**config.mk**
```make
export PLATFORM = sky130hd
export DESIGN_NAME = pccard_dma_remap
export DESIGN_NICKNAME = d
export VERILOG_FILES = /design/src/rtl/pcdma_pkg.sv /design/src/rtl/pcdma_sync.sv /design/src/rtl/pcdma_req_sel.sv /design/src/rtl/pcdma_strobe_map.sv /design/src/rtl/pccard_dma_remap.sv
export SDC_FILE = /design/constraint.sdc
export NUM_CORES = 1
export LEC_CHECK = 0
export CELL_PAD_IN_SITES_DETAIL_PLACEMENT = 0
export CELL_PAD_IN_SITES_GLOBAL_PLACEMENT = 1
export CORE_AREA = 2 2 39 41
export CTS_CLUSTER_SIZE = 28
export DETAILED_ROUTE_END_ITERATION = 8
export DIE_AREA = 0 0 41 43
export PLACE_DENSITY = 0.71
export SLEW_MARGIN = 20
export SYNTH_ARGS = -nofsm -noshare
export SYNTH_HDL_FRONTEND = slang
export SYNTH_SLANG_ARGS = --single-unit
export TNS_END_PERCENT = 10
```
**constraint.sdc**
```tcl
create_clock -name clk -period 1.05 [get_ports clk]
set_input_delay 0.21 -clock clk [delete_from_list [all_inputs] [get_ports clk]]
set_output_delay 0.21 -clock clk [all_outputs]
set_load 0.05 [all_outputs]
```
**src/rtl/pcdma_pkg.sv**
```systemverilog
package pcdma_pkg;
  localparam int SEL_W = 2;
  typedef enum logic [SEL_W-1:0] {
    SRC_OFF    = 2'b00,
    SRC_INPACK = 2'b01,
    SRC_IOIS   = 2'b10,
    SRC_SPKR   = 2'b11
  } dma_src_e;
endpackage

```
**src/rtl/pcdma_sync.sv**
```systemverilog
module pcdma_sync #(
  parameter int STAGES = 2
) (
  input  logic clk,
  input  logic rst_n,
  input  logic d,
  output logic q
);
  logic [STAGES-1:0] chain_q;
  logic [STAGES-1:0] chain_d;

  generate
    if (STAGES == 1) begin : g_one
      always_comb chain_d = d;
    end else begin : g_many
      always_comb chain_d = {chain_q[STAGES-2:0], d};
    end
  endgenerate

  always_ff @(posedge clk or negedge rst_n) begin
    if (!rst_n) chain_q <= '0;
    else        chain_q <= chain_d;
  end

  assign q = chain_q[STAGES-1];
endmodule

```
**src/rtl/pcdma_req_sel.sv**
```systemverilog
module pcdma_req_sel
  import pcdma_pkg::*;
(
  input  logic             clk,
  input  logic             rst_n,
  input  logic [SEL_W-1:0] cfg_sel,
  input  logic             busy,
  input  logic             iois_n,
  input  logic             spkr_n,
  input  logic             inpack_n,
  output dma_src_e         sel_q,
  output logic             req
);
  dma_src_e sel_d;
  logic     sel_en;

  assign sel_en = !busy;

  always_comb begin
    sel_d = sel_q;
    if (sel_en) sel_d = dma_src_e'(cfg_sel);
  end

  always_ff @(posedge clk or negedge rst_n) begin
    if (!rst_n) sel_q <= SRC_OFF;
    else        sel_q <= sel_d;
  end

  always_comb begin
    unique case (sel_q)
      SRC_IOIS:   req = !iois_n;
      SRC_SPKR:   req = !spkr_n;
      SRC_INPACK: req = !inpack_n;
      default:    req = 1'b0;
    endcase
  end
endmodule

```
**src/rtl/pcdma_strobe_map.sv**
```systemverilog
module pcdma_strobe_map
  import pcdma_pkg::*;
(
  input  dma_src_e sel_q,
  input  logic     dack,
  input  logic     tc,
  input  logic     rd_n,
  input  logic     wr_n,
  input  logic     std_reg_n,
  input  logic     std_oe_n,
  input  logic     std_we_n,
  output logic     busy,
  output logic     reg_n,
  output logic     oe_n,
  output logic     we_n
);
  logic dma_wr;
  logic dma_rd;

  assign busy   = (sel_q != SRC_OFF) && dack && (!rd_n || !wr_n);
  assign dma_wr = busy && !rd_n;
  assign dma_rd = busy && !wr_n;

  always_comb begin
    reg_n = busy   ? 1'b1 : std_reg_n;
    oe_n  = dma_wr ? !tc  : std_oe_n;
    we_n  = dma_rd ? !tc  : std_we_n;
  end
endmodule

```
**src/rtl/pccard_dma_remap.sv**
```systemverilog
module pccard_dma_remap
  import pcdma_pkg::*;
#(
  parameter int SYNC_STAGES = 2,
  parameter int RST_STAGES  = 2
) (
  input  logic             clk,
  input  logic             rst_n,
  input  logic [SEL_W-1:0] cfg_dma_sel,
  input  logic             card_iois_n,
  input  logic             card_spkr_n,
  input  logic             card_inpack_n,
  input  logic             host_dack,
  input  logic             host_tc,
  input  logic             io_rd_n,
  input  logic             io_wr_n,
  input  logic             std_reg_n,
  input  logic             std_oe_n,
  input  logic             std_we_n,
  output logic             sock_reg_n,
  output logic             sock_oe_n,
  output logic             sock_we_n,
  output logic             host_drq
);
  logic     rst_ni;
  dma_src_e sel_q;
  logic     busy;
  logic     card_req;

  pcdma_sync #(.STAGES(RST_STAGES)) u_rst_sync (
    .clk(clk), .rst_n(rst_n), .d(1'b1), .q(rst_ni)
  );

  pcdma_req_sel u_req_sel (
    .clk(clk), .rst_n(rst_ni), .cfg_sel(cfg_dma_sel), .busy(busy),
    .iois_n(card_iois_n), .spkr_n(card_spkr_n), .inpack_n(card_inpack_n),
    .sel_q(sel_q), .req(card_req)
  );

  pcdma_strobe_map u_map (
    .sel_q(sel_q), .dack(host_dack), .tc(host_tc),
    .rd_n(io_rd_n), .wr_n(io_wr_n),
    .std_reg_n(std_reg_n), .std_oe_n(std_oe_n), .std_we_n(std_we_n),
    .busy(busy), .reg_n(sock_reg_n), .oe_n(sock_oe_n), .we_n(sock_we_n)
  );

  pcdma_sync #(.STAGES(SYNC_STAGES)) u_req_sync (
    .clk(clk), .rst_n(rst_ni), .d(card_req), .q(host_drq)
  );
endmodule

```
Yosys cells after proc, flatten, opt, wreduce, memory -nomap -nowiden
Cells that the tools add are included.
- multiplexer cells: 4
- reductions and logical operators: 12
- eq/ne operators: 3
- operator list (cell ; count):
    logical NOT 1 bit ; 6
    equality test 2 bit, second input constant ; 2
    logical AND 1 bit ; 4
    2-to-1 mux 1 bit ; 3
    case mux 1 bit (3 select lines) ; 1
    equality test 2 x 1 -> 1 bit, second input constant ; 1
    nonzero test 2 bit ; 1
    logical OR 1 bit ; 1
- word-level logic and storage cells: 22
- input port bits: 14
- output and inout bits: 4
- register bits: 6

Longest topological paths before layout
Gate-level depths: netlist of run 1.
- depth after elaboration: 5
- mapped depth: 3
- gate-level depth less buffers: 3

Cells and area by module
Synthesis of run 1 repeated with hierarchy kept, for this count alone.
- cell total of the unflattened synthesis: 19
- area, all modules: 255.2 um^2
- by module, submodules not included (module ; cells each ; sequential area each (um^2) ; times used ; area an instance (um^2)):
    pcdma_req_sel ; 7 ; 50.0 ; 1 ; 102.6
    pcdma_sync ; 2 ; 50.0 ; 2 ; 50.0
    pcdma_strobe_map ; 7 ; 0.0 ; 1 ; 48.8
    pccard_dma_remap ; 1 ; 0.0 ; 1 ; 3.8

Least setup slack after synthesis of run 1
Ideal clock, no wire load.
- path type: register to output
- start point: reg u_req_sel.sel_q[1]
- end point: out sock_oe_n
- stages on the path, launching flop included: 3
- path buffers: 0
- setup slack: -857 ps
- required time: 840 ps
- arrival: 1697 ps
- cell sequence: dfrtp_1 o21ai_1 o31ai_1
- cells in the longest elaborated chain, start to end: 5
- ends and longest elaborated chain (element ; line ; RTL):
    start, declared ; pcdma_req_sel.sv:11 ; output dma_src_e sel_q,
    start signal, assigned ; pcdma_req_sel.sv:26 ; else sel_q <= sel_d;
    nonzero test 2 bit ; pcdma_strobe_map.sv:20 ; assign busy = (sel_q != SRC_OFF) && dack && (!rd_n || !wr_n);
    logical AND 1 bit (2 in a row) ; pcdma_strobe_map.sv:20 ;
    logical AND 1 bit ; pcdma_strobe_map.sv:21 ; assign dma_wr = busy && !rd_n;
    2-to-1 mux 1 bit ; pcdma_strobe_map.sv:26 ; oe_n = dma_wr ? !tc : std_oe_n;
    end, declared ; pccard_dma_remap.sv:21 ; output logic sock_oe_n,
No other way between the ends.

Worst setup path after layout of run 1
- start point: reg u_req_sel.sel_q[0]
- end point: out sock_we_n
- cells in the longest elaborated chain, start to end: 5
- ends and longest elaborated chain (element ; line ; RTL):
    nonzero test 2 bit ; pcdma_strobe_map.sv:20 ;
    logical AND 1 bit (2 in a row) ; pcdma_strobe_map.sv:20 ;
    logical AND 1 bit ; pcdma_strobe_map.sv:22 ; assign dma_rd = busy && !wr_n;
    2-to-1 mux 1 bit ; pcdma_strobe_map.sv:27 ; we_n = dma_rd ? !tc : std_we_n;
    end, declared ; pccard_dma_remap.sv:22 ; output logic sock_we_n,
No other way between the ends.

==> reports/metrics.cfg, run 1 <==
[critical_path]
crit_path_end=sock_we_n
start_kind=register
r2r_end=u_req_sync.chain_q[0]
critPathMaxFanout=4
end_kind=output port
rr_startpoint=u_req_sel.sel_q[1]
critical_path_class=register to output port
cp.arrival_ns=1.25
rrSetupSlack_ns=0.04
reg2reg_depth=3
cp.required_ns=0.84
crit_start=u_req_sel.sel_q[0]

[global_route]
grt_util_all_layers_pct=8.528
grt_pass1_vias=266
grt_overflow=0
grt_max_degree=5
antenna_found_initial=0
grt_pass1_wl_um=952

[layout]
fin_cells=62
drive_gt1_share_pct=36.96
final_util_pct=41.14
syn_to_final_growth_pct=124.1
final_cell_mix=clkdlybuf4s50_1, dfrtp_1, clkbuf_4, buf_6, buf_4
register_area_sq_um=150.1
multi_input_area_sq_um=150.1
fillers=152
diodes=0
layout_commonest_cell=clkdlybuf4s50_1
fin_nets=62

[run]
cap_violations=0

[clocking]
cts_tree=done
htreeDepth=1
insertion_delay_ns=0.24
cts_buffers=3
clock_sinks=6
ctsLongestPathBuffers=2
cts-root-buf=clkbuf_4
hold_buffers=0
clk_pin_slew_ns=0.04

[place]
io_buffer_count=17
dp.cells=59
pre_cts_ws_ns=-0.5020
gp_congestion=0.6247
dp_hpwl_um=487.4

[floorplanning]
die_w_um=41
start_util_pct=18.35
coreArea_sq_um=1384
row_count=14
fp.dieH_um=43
io_pins=18
die-area_sq_um=1763

[yosys]
yosysSeqAreaShare_pct=59.11
synth_top_area_share_pct=59.11
ys_warn_count=0
ys_types=13
synth_nets=36
synth_seq_cells=6
syn-cell-area_sq_um=254.0
netlist_instances=22
syn_area_per_cell_sq_um=11.55
yosys.area.top_type=dfrtp_1
synth_area_leaders=dfrtp_1, o21ai_1, o31ai_1, a21bo_1, a21bo_2

[sta]
finalWorstSetupSlack_ns=-0.4118
slew_viol_final=0
period_needed_ns=1.462
fin_setup_tns_ns=-1.210
rsz0062_at_grt=yes
setup_viol=3
finClkSkew_ns=0.001500
fmax_ghz=0.6841
fin_crit_sh_pct=139.2
hold_violations=0

[hold_path]
holdCritPathClass=register to async pin

[detailed_routing]
drc=0
dr.pass1.iters=4
wl_um=625
drt-wirelength-per-cell_um=10.08
viasPerCell=4.113
vias=255
drtAntennaViolNets=0
drtIter0Drc=7

[pwr]
p_leak_nw=0.2523
peakVddDrop_mv=0.5949
finalPower_uw=731.7
cellPowerDensity_nw_per_um2=1285

[run_status]
violations=negative setup slack
status=finished with violations

==> registers in the layout, indices dropped and copies added (netlist names) <==
signal / count
u_req_sel.sel_q: 2
u_req_sync.chain_q: 2
u_rst_sync.chain_q: 2
==> cell families after synthesis <==
family / after synthesis / synth area share (%)
compound gates: 9 / 26.11
flops: 6 / 59.11
mux: 1 / 3.941
other cells: 1 / 1.476
simple gates: 5 / 9.359
==> power breakdown <==
group | internal (mW) | switching (mW) | total (mW)
Clock | 0.129 | 0.0754 | 0.204
Sequential | 0.255 | 0.0178 | 0.273
Combinational | 0.135 | 0.119 | 0.255
==> layer usage <==
layer  wire length (um)  GRT usage (%)  share of wire [%]
met5                  0              0                  0
met4                  0          8.000                  0
met3                 90          3.665                 14
met2                297          12.50                 48
met1                237          8.333                 38
==> Yosys cell counts (all sizes together) <==
cell	count
nand3	2
nand2b	1
a22o	1
mux2i	1
nand2	1
o211ai	1
nor2	1
dfrtp	6
o21ai	3
o31ai	2
a21bo	2
conb	1
==> timing repair <==
action,4_1_cts,5_1_grt
gates cloned,0,0
setup endpoints to repair,5,6
setup buffers,0,0
pin swaps,1,2
gates resized for setup,7,2
==> worst max-delay path: stages (launching register included) <==
cell     delay [ns]
dfrtp_1        0.40
o21ai_4        0.27
o21ai_2        0.10
o31ai_4        0.06
buf_6          0.19
==> metrics by stage <==
stage / instance area (sq um) / hold WS [ns]
4_1_cts: 563.0 / 0.06109
2_1_floorplan: 285.3 / -0.08559
3_5_place_dp: 520.5 / 0.06573
3_3_place_gp: 520.5 / 0.05373
5_1_grt: 569.3 / 0.08061
6_report: 569.3 / 0.05447
==> how the worst min path moves through the flow <==
stage,to,cells past startpoint,startpoint
5_1_grt,u_req_sync.chain_q[1],0,u_rst_sync.chain_q[1]
3_5_place_dp,u_req_sync.chain_q[0],0,u_rst_sync.chain_q[1]
2_1_floorplan,u_rst_sync.chain_q[0],0,rst_n
6_report,u_req_sel.sel_q[0],0,u_rst_sync.chain_q[1]
4_1_cts,u_req_sync.chain_q[1],0,u_rst_sync.chain_q[1]
3_3_place_gp,u_req_sel.sel_q[1],0,u_rst_sync.chain_q[1]
==> layout make-up <==
cell class	instances	share of cell area, %
clock buffer	3	3.956
multi-input combinational	16	26.37
sequential	6	26.37
tap	16	3.516
timing repair buffer	21	39.78
(Power assumes the default switching activity.)
==> run 2, diff against run 1 <==
--- a/config.mk
+++ b/config.mk
@@ -8,7 +8,7 @@
 export CELL_PAD_IN_SITES_DETAIL_PLACEMENT = 0
 export CELL_PAD_IN_SITES_GLOBAL_PLACEMENT = 1
 export CORE_AREA = 2 2 39 41
-export CTS_CLUSTER_SIZE = 28
+export CTS_CLUSTER_SIZE = 10
 export DETAILED_ROUTE_END_ITERATION = 8
 export DIE_AREA = 0 0 41 43
 export PLACE_DENSITY = 0.71
==> constraint.sdc (replaced) <==
create_clock -name clk -period 1.05 [get_ports clk]
set_input_delay 0.1575 -clock clk [delete_from_list [all_inputs] [get_ports clk]]
set_output_delay 0.1575 -clock clk [all_outputs]
set_load 0.05 [all_outputs]
==> reports/metrics.cfg, run 2 (same netlist as run 1, synthesis figures left out) <==
[run_status]
status=finished with violations
violations=negative setup slack

[clocking]
post-cts-setup-buffers=0  ; unchanged
clock_sinks=6  ; unchanged
cts-root-buf=clkbuf_4
htreeDepth=1  ; unchanged
insertion_delay_ns=0.24  ; about the same
clk_pin_slew_ns=0.04  ; about the same
cts_tree=done
ctsLongestPathBuffers=2  ; unchanged
cts_buffers=3  ; unchanged

[hold_path]
holdCritPathClass=register to async pin

[floorplanning]
fp.dieH_um=43  ; unchanged
die_w_um=41  ; unchanged
io_pins=18  ; unchanged
row_count=14  ; unchanged
die-area_sq_um=1763  ; unchanged
start_util_pct=18.35  ; unchanged
coreArea_sq_um=1384  ; unchanged

[sta]
period_needed_ns=1.417  ; -0.04495 ns
fin_crit_sh_pct=134.9  ; -4.3 points
hold_violations=0  ; unchanged
fmax_ghz=0.7058  ; +3.2%
finClkSkew_ns=0.003097  ; +0.001598 ns
finalWorstSetupSlack_ns=-0.3669  ; +0.04495 ns
setup_viol=3  ; unchanged
rsz0062_at_grt=yes
slew_viol_final=0  ; unchanged
hold_ws_ns=0.05607  ; +0.001597 ns

[critical_path]
cp.required_ns=0.89  ; +0.05 ns
cp.arrival_ns=1.26  ; about the same
end_kind=output port
critical_path_class=register to output port
start_kind=register
critPathMaxFanout=4  ; unchanged

[place]
pre_cts_ws_ns=-0.4128  ; +0.08928 ns
io_buffer_count=17  ; unchanged
postPlaceCellArea_sq_um=513.0  ; -1.4%
dp_hpwl_um=496.4  ; +1.8%
gp_congestion=0.6122  ; -2.0%

[global_route]
grt_max_degree=5  ; unchanged
grt_util_all_layers_pct=8.316  ; -0.21 points
grt_pass1_wl_um=924  ; -2.9%
antenna_found_initial=0  ; unchanged
grt_pass1_vias=248  ; -6.8%
grt_overflow=0  ; unchanged

[detailed_routing]
dr.pass1.iters=2  ; -2
vias=255  ; unchanged
viasPerCell=4.180  ; +1.6%
drt-wirelength-per-cell_um=9.475  ; -6.0%
wl_um=578  ; -7.5%
drtIter0Drc=2  ; -5
drc=0  ; unchanged
drtAntennaViolNets=0  ; unchanged

[pwr]
peakVddDrop_mv=0.6297  ; +5.9%
p_leak_nw=0.2387  ; -5.4%
cellPowerDensity_nw_per_um2=1299  ; +1.0%

[layout]
diodes=0  ; unchanged
design_area_sq_um=559.3  ; -1.8%
drive_gt1_share_pct=35.56  ; -1.4 points
reg.largest.list=u_req_sel.sel_q x2, u_req_sync.chain_q x2, u_rst_sync.chain_q x2
fin_nets=61  ; -1.6%
final_util_pct=40.42  ; -0.72 points
syn_to_final_growth_pct=120.2
final_cell_mix=clkdlybuf4s50_1, dfrtp_1, clkbuf_4, buf_6
layout_commonest_cell=clkdlybuf4s50_1

[run]
cap_violations=0  ; unchanged

-- run 2: changes by cell type in the layout (fill, tap and decap cells not counted), sizes merged --
cell           previous run  this run
buf                       8         7
clkdlybuf4s50            10        11
dlymetal6s2s              1         0
-- run 2: final timing paths --
path	startpoint	end	slack, ns	cells past startpoint
max	u_req_sel.sel_q[1]	sock_oe_n	-0.37	4
min	u_rst_sync.chain_q[1]	u_req_sel.sel_q[1]	0.06	0
max reg2reg	u_req_sel.sel_q[1]	u_req_sync.chain_q[0]	0.02	3
min reg2reg	u_rst_sync.chain_q[1]	u_req_sel.sel_q[1]	0.06	0
max in group asynchronous	u_rst_sync.chain_q[1]	u_req_sync.chain_q[1]	0.84	0
min in group clk	u_req_sync.chain_q[0]	u_req_sync.chain_q[1]	0.34	0
-- run 2: report_power, final --
group	switching [mW]	total (mW)	internal, mW	leakage [nW]
sequential	0.0173	0.272	0.255	0.0712
combinational	0.118	0.252	0.134	0.154
clock	0.0736	0.202	0.129	0.0138
total	0.209	0.726	0.517	0.239
-- run 2: repair_timing --
item,CTS,global route
hold buffers,0,0
gates resized for setup,7,1
pin swaps,1,0
endpoints found under the hold margin,0,0
endpoints found under the setup margin,3,3
-- run 2: critical path, stage by stage (launching register included) --
cell	delay (ns)
dfrtp_1	0.40
o21ai_4	0.27
o21ai_2	0.10
o31ai_4	0.06
buf_6	0.19
-- run 2: cell type report --
cell class	count	area [sq um]
clock buffer	3	22.52
fill	132	824.5
multi-input combinational	16	150.1
sequential	6	150.1
tap	16	20.02
timing repair buffer	20	216.5
-- run 2: through the flow --
| stage | total power [mW] | instances | TNS [ns] |
|---|---|---|---|
| after global placement | 0.5128 | 58 | -1.541 |
| final | 0.7263 | 61 | -1.059 |
| after floorplan | 0.3820 | 22 | -0.2439 |
| after global routing | 0.7726 | 61 | -1.244 |
| after detailed placement | 0.5147 | 58 | -1.586 |
| after CTS | 0.7398 | 61 | -1.124 |
-- run 2: routing by layer --
| metal | share of wire, % | up-vias | track usage (%) | wire [um] |
|---|---|---|---|---|
| met5 | 0 | - | 0 | 0 |
| met4 | 0 | 0 | 8.000 | 0 |
| met3 | 12 | 0 | 3.665 | 70 |
| met2 | 50 | 12 | 11.25 | 288 |
| met1 | 38 | 116 | 8.970 | 219 |
| li1 | - | 127 | - | - |
